**config.mk**
```make
export PLATFORM = sky130hd
export DESIGN_NAME = mode_bank_regfile
export DESIGN_NICKNAME = d
export VERILOG_FILES = /design/src/rtl/mbrf_pkg.sv /design/src/rtl/mbrf_mode_fsm.sv /design/src/rtl/mbrf_regs.sv /design/src/rtl/mbrf_read_port.sv /design/src/rtl/mode_bank_regfile.sv
export SDC_FILE = /design/constraint.sdc
export NUM_CORES = 2
export LEC_CHECK = 0
export BUFFER_PORTS_ARGS = -buffer_cell sky130_fd_sc_hd__buf_2
export CAP_MARGIN = 5
export CORE_ASPECT_RATIO = 0.7
export CORE_MARGIN = 2
export CORE_UTILIZATION = 55
export DETAILED_ROUTE_END_ITERATION = 8
export GPL_ROUTABILITY_DRIVEN = 0
export PLACE_DENSITY_LB_ADDON = 0.2
export RECOVER_POWER = 100
export SYNTH_ARGS = -nofsm -noshare
export SYNTH_HDL_FRONTEND = slang
export SYNTH_SLANG_ARGS = --single-unit
```
**constraint.sdc**
```tcl
create_clock -name clk -period 4.6 [get_ports clk]
set_input_delay 0.23 -clock clk [delete_from_list [all_inputs] [get_ports clk]]
set_output_delay 0.23 -clock clk [all_outputs]
set_load 0.02 [all_outputs]
```
**src/rtl/mbrf_pkg.sv**
```systemverilog
`timescale 1ns/1ps
package mbrf_pkg;
    localparam int MODE_W    = 5;
    localparam int NUM_REGS  = 16;
    localparam int IDX_W     = $clog2(NUM_REGS);
    localparam int NUM_BANKS = 6;
    localparam int BANK_W    = $clog2(NUM_BANKS);
    localparam int KIND_W    = 3;
    localparam logic [IDX_W-1:0] SP_IDX = IDX_W'(13);
    localparam logic [IDX_W-1:0] LR_IDX = IDX_W'(14);

    typedef enum logic [MODE_W-1:0] {
        MODE_USR = 5'b10000,
        MODE_FIQ = 5'b10001,
        MODE_IRQ = 5'b10010,
        MODE_SVC = 5'b10011,
        MODE_ABT = 5'b10111,
        MODE_UND = 5'b11011,
        MODE_SYS = 5'b11111
    } mode_e;

    function automatic logic mode_known(input logic [MODE_W-1:0] m);
        case (m)
            MODE_USR, MODE_FIQ, MODE_IRQ, MODE_SVC,
            MODE_ABT, MODE_UND, MODE_SYS: return 1'b1;
            default:                      return 1'b0;
        endcase
    endfunction
endpackage

```
**src/rtl/mbrf_mode_fsm.sv**
```systemverilog
`timescale 1ns/1ps
module mbrf_mode_fsm
    import mbrf_pkg::*;
#(
    parameter int DATA_W = 32
) (
    input  logic                    clk,
    input  logic                    rst_n,
    input  logic                    psr_wr_en,
    input  logic [DATA_W-1:0]       psr_wr_data,
    input  logic                    exc_en,
    input  logic [KIND_W-1:0]       exc_kind,
    output mode_e                   mode_q,
    output logic [DATA_W-1:0]       psr,
    output logic                    priv,
    output logic [BANK_W-1:0]       cur_bank,
    output logic                    exc_take,
    output logic [BANK_W-1:0]       exc_bank,
    output logic                    illegal_q
);
    localparam int HI_W = DATA_W - MODE_W;

    mode_e             mode_d, exc_mode;
    logic [HI_W-1:0]   hi_q, hi_d;
    logic              bad_d, exc_ok, write_ok;
    logic [MODE_W-1:0] req;

    // exception kind to target mode
    always_comb begin
        exc_ok   = 1'b1;
        exc_mode = MODE_SVC;
        unique case (exc_kind)
            3'd0:    exc_mode = MODE_FIQ;
            3'd1:    exc_mode = MODE_IRQ;
            3'd2:    exc_mode = MODE_SVC;
            3'd3:    exc_mode = MODE_ABT;
            3'd4:    exc_mode = MODE_UND;
            default: exc_ok   = 1'b0;
        endcase
    end

    // transition logic
    always_comb begin
        mode_d   = mode_q;
        hi_d     = hi_q;
        bad_d    = 1'b0;
        exc_take = 1'b0;
        req      = psr_wr_data[MODE_W-1:0];
        write_ok = mode_known(req);
        unique case (mode_q)
            MODE_USR: write_ok = 1'b0;
            MODE_SYS: if (req == MODE_USR) write_ok = 1'b0;
            default:  ;
        endcase
        if (exc_en && exc_ok) begin
            exc_take = 1'b1;
            mode_d   = exc_mode;
        end else if (psr_wr_en) begin
            if (write_ok) begin
                mode_d = mode_e'(req);
                hi_d   = psr_wr_data[DATA_W-1:MODE_W];
            end else begin
                bad_d  = 1'b1;
            end
        end
    end

    // state register
    always_ff @(posedge clk) begin
        if (!rst_n) begin
            mode_q    <= MODE_SVC;
            hi_q      <= '0;
            illegal_q <= 1'b0;
        end else begin
            mode_q    <= mode_d;
            hi_q      <= hi_d;
            illegal_q <= bad_d;
        end
    end

    // outputs
    always_comb begin
        psr      = {hi_q, mode_q};
        priv     = (mode_q != MODE_USR);
        cur_bank = '0;
        unique case (mode_q)
            MODE_USR, MODE_SYS: cur_bank = BANK_W'(0);
            MODE_FIQ:           cur_bank = BANK_W'(1);
            MODE_IRQ:           cur_bank = BANK_W'(2);
            MODE_SVC:           cur_bank = BANK_W'(3);
            MODE_ABT:           cur_bank = BANK_W'(4);
            MODE_UND:           cur_bank = BANK_W'(5);
            default:            cur_bank = '0;
        endcase
        exc_bank = BANK_W'(exc_kind) + BANK_W'(1);
    end

    assert_user_exit_R7: assert property (@(posedge clk) disable iff (!rst_n)
        (mode_q == MODE_USR && !exc_take) |=> (mode_q == MODE_USR));
    assert_no_sys_to_usr_R8: assert property (@(posedge clk) disable iff (!rst_n)
        (mode_q == MODE_SYS && !exc_take) |=> (mode_q != MODE_USR));
    assert_exc_privileged_R10: assert property (@(posedge clk) disable iff (!rst_n)
        exc_take |=> (mode_q != MODE_USR && mode_q != MODE_SYS));
    assert_flag_cause_R9: assert property (@(posedge clk) disable iff (!rst_n)
        illegal_q |-> ($past(psr_wr_en) && $stable(mode_q)));
endmodule

```
**src/rtl/mbrf_regs.sv**
```systemverilog
`timescale 1ns/1ps
module mbrf_regs
    import mbrf_pkg::*;
#(
    parameter int DATA_W = 32
) (
    input  logic              clk,
    input  logic              rst_n,
    input  logic [BANK_W-1:0] cur_bank,
    input  logic              wr_en,
    input  logic [IDX_W-1:0]  wr_idx,
    input  logic [DATA_W-1:0] wr_data,
    input  logic              exc_we,
    input  logic [BANK_W-1:0] exc_bank,
    input  logic [DATA_W-1:0] exc_ret,
    input  logic [DATA_W-1:0] exc_psr,
    output logic [DATA_W-1:0] gpr_q  [NUM_REGS],
    output logic [DATA_W-1:0] sp_q   [NUM_BANKS],
    output logic [DATA_W-1:0] lr_q   [NUM_BANKS],
    output logic [DATA_W-1:0] spsr_q [NUM_BANKS]
);
    always_ff @(posedge clk) begin
        if (!rst_n) begin
            for (int i = 0; i < NUM_REGS; i++) gpr_q[i] <= '0;
            for (int b = 0; b < NUM_BANKS; b++) begin
                sp_q[b]   <= '0;
                lr_q[b]   <= '0;
                spsr_q[b] <= '0;
            end
        end else begin
            if (wr_en) begin
                if (wr_idx == SP_IDX)      sp_q[cur_bank] <= wr_data;
                else if (wr_idx == LR_IDX) lr_q[cur_bank] <= wr_data;
                else                       gpr_q[wr_idx]  <= wr_data;
            end
            // later assignment: exception lr write wins
            if (exc_we) begin
                lr_q[exc_bank]   <= exc_ret;
                spsr_q[exc_bank] <= exc_psr;
            end
        end
    end

    assert_exc_lr_R10: assert property (@(posedge clk) disable iff (!rst_n)
        exc_we |=> (lr_q[$past(exc_bank)] == $past(exc_ret)));
    assert_exc_spsr_R10: assert property (@(posedge clk) disable iff (!rst_n)
        exc_we |=> (spsr_q[$past(exc_bank)] == $past(exc_psr)));
endmodule

```
**src/rtl/mbrf_read_port.sv**
```systemverilog
`timescale 1ns/1ps
module mbrf_read_port
    import mbrf_pkg::*;
#(
    parameter int DATA_W = 32
) (
    input  logic [IDX_W-1:0]  idx,
    input  logic [BANK_W-1:0] bank,
    input  logic [DATA_W-1:0] gpr_q [NUM_REGS],
    input  logic [DATA_W-1:0] sp_q  [NUM_BANKS],
    input  logic [DATA_W-1:0] lr_q  [NUM_BANKS],
    output logic [DATA_W-1:0] data
);
    always_comb begin
        if (idx == SP_IDX)      data = sp_q[bank];
        else if (idx == LR_IDX) data = lr_q[bank];
        else                    data = gpr_q[idx];
    end
endmodule

```
**src/rtl/mode_bank_regfile.sv**
```systemverilog
`timescale 1ns/1ps
module mode_bank_regfile
    import mbrf_pkg::*;
#(
    parameter int DATA_W = 32
) (
    input  logic              clk,
    input  logic              rst_n,
    input  logic [3:0]        rd_a_idx,
    output logic [DATA_W-1:0] rd_a_data,
    input  logic [3:0]        rd_b_idx,
    output logic [DATA_W-1:0] rd_b_data,
    input  logic              wr_en,
    input  logic [3:0]        wr_idx,
    input  logic [DATA_W-1:0] wr_data,
    input  logic              psr_wr_en,
    input  logic [DATA_W-1:0] psr_wr_data,
    input  logic              exc_en,
    input  logic [2:0]        exc_kind,
    input  logic [DATA_W-1:0] exc_ret_addr,
    output logic [DATA_W-1:0] psr_out,
    output logic [DATA_W-1:0] spsr_out,
    output logic [4:0]        mode_out,
    output logic              priv_out,
    output logic              illegal_mode_out
);
    localparam int NUM_RD = 2;

    mode_e             mode_q;
    logic [BANK_W-1:0] cur_bank, exc_bank;
    logic              exc_take;
    logic [DATA_W-1:0] gpr_q  [NUM_REGS];
    logic [DATA_W-1:0] sp_q   [NUM_BANKS];
    logic [DATA_W-1:0] lr_q   [NUM_BANKS];
    logic [DATA_W-1:0] spsr_q [NUM_BANKS];
    logic [IDX_W-1:0]  rd_idx  [NUM_RD];
    logic [DATA_W-1:0] rd_data [NUM_RD];

    mbrf_mode_fsm #(.DATA_W(DATA_W)) u_fsm (
        .clk(clk), .rst_n(rst_n),
        .psr_wr_en(psr_wr_en), .psr_wr_data(psr_wr_data),
        .exc_en(exc_en), .exc_kind(exc_kind),
        .mode_q(mode_q), .psr(psr_out), .priv(priv_out),
        .cur_bank(cur_bank), .exc_take(exc_take), .exc_bank(exc_bank),
        .illegal_q(illegal_mode_out)
    );

    mbrf_regs #(.DATA_W(DATA_W)) u_regs (
        .clk(clk), .rst_n(rst_n), .cur_bank(cur_bank),
        .wr_en(wr_en), .wr_idx(wr_idx), .wr_data(wr_data),
        .exc_we(exc_take), .exc_bank(exc_bank),
        .exc_ret(exc_ret_addr), .exc_psr(psr_out),
        .gpr_q(gpr_q), .sp_q(sp_q), .lr_q(lr_q), .spsr_q(spsr_q)
    );

    assign rd_idx[0] = rd_a_idx;
    assign rd_idx[1] = rd_b_idx;

    for (genvar p = 0; p < NUM_RD; p++) begin : g_rd
        mbrf_read_port #(.DATA_W(DATA_W)) u_port (
            .idx(rd_idx[p]), .bank(cur_bank),
            .gpr_q(gpr_q), .sp_q(sp_q), .lr_q(lr_q),
            .data(rd_data[p])
        );
    end

    assign rd_a_data = rd_data[0];
    assign rd_b_data = rd_data[1];
    assign mode_out  = mode_q;
    assign spsr_out  = (cur_bank == '0) ? '0 : spsr_q[cur_bank];

    assert_priv_follows_mode_R2: assert property (@(posedge clk) disable iff (!rst_n)
        priv_out |-> (mode_out != 5'b10000));
endmodule

```
==> flow_summary.toml <==
[placement]
io_buffer_count = 250
hpwlAfterDp_um = 126000
placedCellCount = 7842

[run_status]
status = "finished with violations"
violations = "capacitance limit, slew limit"

[clocking]
post_cts_buffers = 0
postCtsResizedCells = 0
clock_sinks = 1117
cts_buffer_depth = 3
ctsHtreeMaxLevel = 3
cts_tree = "done"
insertion_delay_ns = 0.74
cts_buffers = 105
clock_tree.root_cell = "sky130_fd_sc_hd__clkbuf_16"
cts_hold_repair.buffers = 71
clk_pin_slew_worst_paths_ns = 0.07

[worst_setup_path]
timing.critical_path.mode_cell = "sky130_fd_sc_hd__buf_4"
critPathSlowestCell = "sky130_fd_sc_hd__buf_4"
crit_path_max_incr_delay_ns = 0.82
timing.critical_path.to_type = "primary output"
worst-setup-path-type = "flip-flop to primary output"
timing.critical_path.cells = "buf_4 > and2_1 > buf_4 > o31ai_1 > o211ai_1 > o2111ai_1 > buf_2"
crit_path_max_fanout = 76
required_ns = 4.37
cp_data_arrival_time_ns = 4.34
worstSetupStartpointType = "flip-flop"

[layout]
area_delta_synth_final_pct = 10.6
drive_gt1_frac = 0.0816
nNetsFinal = 6818
layout.cells.non_filler = 8114
filler_cell_count = 8643

[sta]
max_clock_freq_ghz = 0.219
fin_setup_tns_ns = 0
timing.max_slew.rel_slack = -1.40
rsz0062_at_grt = "no"
fin_crit_ns = 4.57
final-setup-viol-count = 0
timing.clock.skew_ns = 0.0302
fin_crit_sh = 0.994
timing_max_transition_violations_final = 1032
worstMarginPinSlew_ns = 3.60
hold_viol_final = 0

[power]
irDropWorstVdd_uv = 325
leakagePower_nw = 20.8
report.power.total_w = 0.0222
power_density_nw_per_um2 = 368

[drt]
via_density_per_instance = 6.57
routed-via-count = 53300
drt_drc_violations_left = 0
detail_route.first_pass.iterations = 6
detail_route.wirelength_um = 201000
detail-route-antenna-nets = 0
route.detailed.wl_per_inst_um = 24.8
drt-initial-drc-count = 7675

[logic_synthesis]
synth_seq_area_share = 0.411
synth_ff_type = "sky130_fd_sc_hd__dfxtp_1"
synth.yosys.warnings = 0
yosysTopAreaCell = "sky130_fd_sc_hd__dfxtp_1"
synth-edff-count = 0
synth_top_cells_by_area = "sky130_fd_sc_hd__dfxtp_1 41%, sky130_fd_sc_hd__nand2_1 13%, sky130_fd_sc_hd__mux2i_1 12%, sky130_fd_sc_hd__a21oi_1 9.0%, sky130_fd_sc_hd__clkbuf_1 3.8%"
ys_seq_elements = 1117
synth.top_cell.area_share = 0.411
synth-async-reset-ratio = 0
yosys.cell_count.top_type = "sky130_fd_sc_hd__nand2_1"
ranking_of_synthesized_cells_by_instance_count = "1865 x sky130_fd_sc_hd__nand2_1, 1117 x sky130_fd_sc_hd__dfxtp_1, 983 x sky130_fd_sc_hd__a21oi_1, 672 x sky130_fd_sc_hd__mux2i_1, 550 x sky130_fd_sc_hd__clkbuf_1"
yosys.cell_types.count = 65
syn-instance-count = 6834
synthesis.area_sq_um = 54500
syn_area_per_cell_sq_um = 7.97
synth_nets = 6955

[min_path]
hold_path_class = "primary input to flip-flop"

[grt]
first_pass_grt_wire_length_um = 299000
globalRouteOverflowTotal = 0
grt_start_max_net_pins = 167
grt_pass1_vias = 47800
gr-usage-all-layers = 0.377
initial_antenna_violation_count = 11

[floorplan]
fp.coreArea_sq_um = 98000
dieArea_sq_um = 102000
fp.dieH_um = 267
floorplan.rows = 96
floorplan.initialDensity = 0.556
die_x_um = 380
num_io_pins = 251

[flow_run]
max_cap_viol_count = 18
[logic make-up after synthesis]
| group | Yosys count | synth area share |
|---|---|---|
| simple gates | 2376 | 0.179 |
| compound gates | 1893 | 0.217 |
| flops | 1117 | 0.411 |
| buf+inv | 732 | 0.0542 |
| mux | 709 | 0.138 |
| fa+ha+maj | 5 | 0.00115 |
| xor+xnor | 2 | 0.000322 |
[critical path, delay by kind of cell, from the launching register on]
family | cells | cell delay, ns
flip-flops | 1 | 0.44
AND/OR/NAND/NOR | 1 | 0.42
buffers and inverters | 3 | 1.70
AO/OA/AOI/OAI | 3 | 1.01
[where the power goes]
part           internal (W)  switching, W  total, W  leakage (nW)
logic              0.000774       0.00203   0.00281          9.97
clock network       0.00543       0.00404   0.00947          1.83
registers           0.00980      0.000110   0.00991          9.01
[placed cells by master (no fill, tap or decap), types with 8 or more instances in the layout]
master	n
sky130_fd_sc_hd__nand2_1	1865
sky130_fd_sc_hd__dfxtp_1	1116
sky130_fd_sc_hd__a21oi_1	982
sky130_fd_sc_hd__mux2i_1	672
sky130_fd_sc_hd__nor2_1	166
sky130_fd_sc_hd__a22oi_1	160
sky130_fd_sc_hd__o21ai_0	151
sky130_fd_sc_hd__clkbuf_1	145
sky130_fd_sc_hd__a221oi_1	135
sky130_fd_sc_hd__a211oi_1	128
sky130_fd_sc_hd__buf_2	124
sky130_fd_sc_hd__buf_4	115
sky130_fd_sc_hd__clkbuf_16	106
sky130_fd_sc_hd__dlygate4sd3_1	71
sky130_fd_sc_hd__a22o_1	64
sky130_fd_sc_hd__nand3_1	62
sky130_fd_sc_hd__and3_1	62
sky130_fd_sc_hd__o211ai_1	62
sky130_fd_sc_hd__o2111ai_1	62
sky130_fd_sc_hd__and2_1	49
sky130_fd_sc_hd__nor2b_1	38
sky130_fd_sc_hd__o22ai_1	37
sky130_fd_sc_hd__nor3b_1	33
sky130_fd_sc_hd__mux4_2	32
sky130_fd_sc_hd__o31ai_1	32
sky130_fd_sc_hd__a2bb2oi_1	31
sky130_fd_sc_hd__a221o_1	30
sky130_fd_sc_hd__clkbuf_2	27
sky130_fd_sc_hd__clkbuf_8	25
sky130_fd_sc_hd__clkinv_2	23
sky130_fd_sc_hd__and2_0	19
sky130_fd_sc_hd__bufinv_16	14
sky130_fd_sc_hd__buf_12	11
sky130_fd_sc_hd__nand2b_1	10
sky130_fd_sc_hd__nor3_2	10
sky130_fd_sc_hd__nor2_4	8
sky130_fd_sc_hd__inv_1	8
sky130_fd_sc_hd__nor2_2	8
[metal layers]
layer / up-vias / GRT usage / part of all wire
li1: 23600 / - / -
met1: 25400 / 0.542 / 0.41
met2: 3631 / 0.533 / 0.41
met3: 587 / 0.105 / 0.14
met4: 14 / 0.138 / 0.038
met5: - / 0 / 0.00044
[layout make-up]
| class | count | area [sq um] | area share |
|---|---|---|---|
| Antenna cell | 5 | 12.5 | 0.000208 |
| Inverter | 10 | 45.0 | 0.000748 |
| Tap cell | 1323 | 1660 | 0.0275 |
| Multi-Input combinational cell | 4985 | 29400 | 0.488 |
| Clock inverter | 45 | 626 | 0.0104 |
| Timing Repair Buffer | 478 | 3080 | 0.0511 |
| Sequential cell | 1117 | 22400 | 0.371 |
| Clock buffer | 151 | 3070 | 0.0510 |
[flip-flops by register name (all words and copies together) (netlist names)]
register,count
u_regs.spsr_q,188
u_regs.lr_q,192
u_fsm.mode_q,5
u_regs.sp_q,192
u_fsm.illegal_q,1
u_fsm.hi_q,27
u_regs.gpr_q,512
[through the flow]
| step | area [sq um] | setup WS [ns] | hold slack, ns | util |
|---|---|---|---|---|
| finish | 60200 | 0.0276 | 0.0507 | 0.614 |
| global route | 60200 | 0.0164 | 0.0452 | 0.614 |
| CTS | 60600 | 0.339 | 0.00264 | 0.618 |
| detailed placement | 56100 | 1.12 | 0.446 | 0.573 |
| global placement | 56100 | 1.22 | 0.438 | 0.573 |
| floorplan | 54500 | 2.09 | 0.360 | - |
[final timing paths]
| check | from | endpoint | slack [ns] | cells after the start |
|---|---|---|---|---|
| setup / recovery | u_fsm.mode_q[0] | rd_a_data[22] | 0.03 | 7 |
| setup reg to reg | u_fsm.mode_q[0] | u_regs.sp_q[191] | 0.10 | 7 |
| hold reg to reg | u_regs.spsr_q[20] | u_regs.spsr_q[20] | 0.45 | 2 |
| hold / removal | wr_data[31] | u_regs.sp_q[159] | 0.05 | 3 |
(Power assumes the default switching activity.)
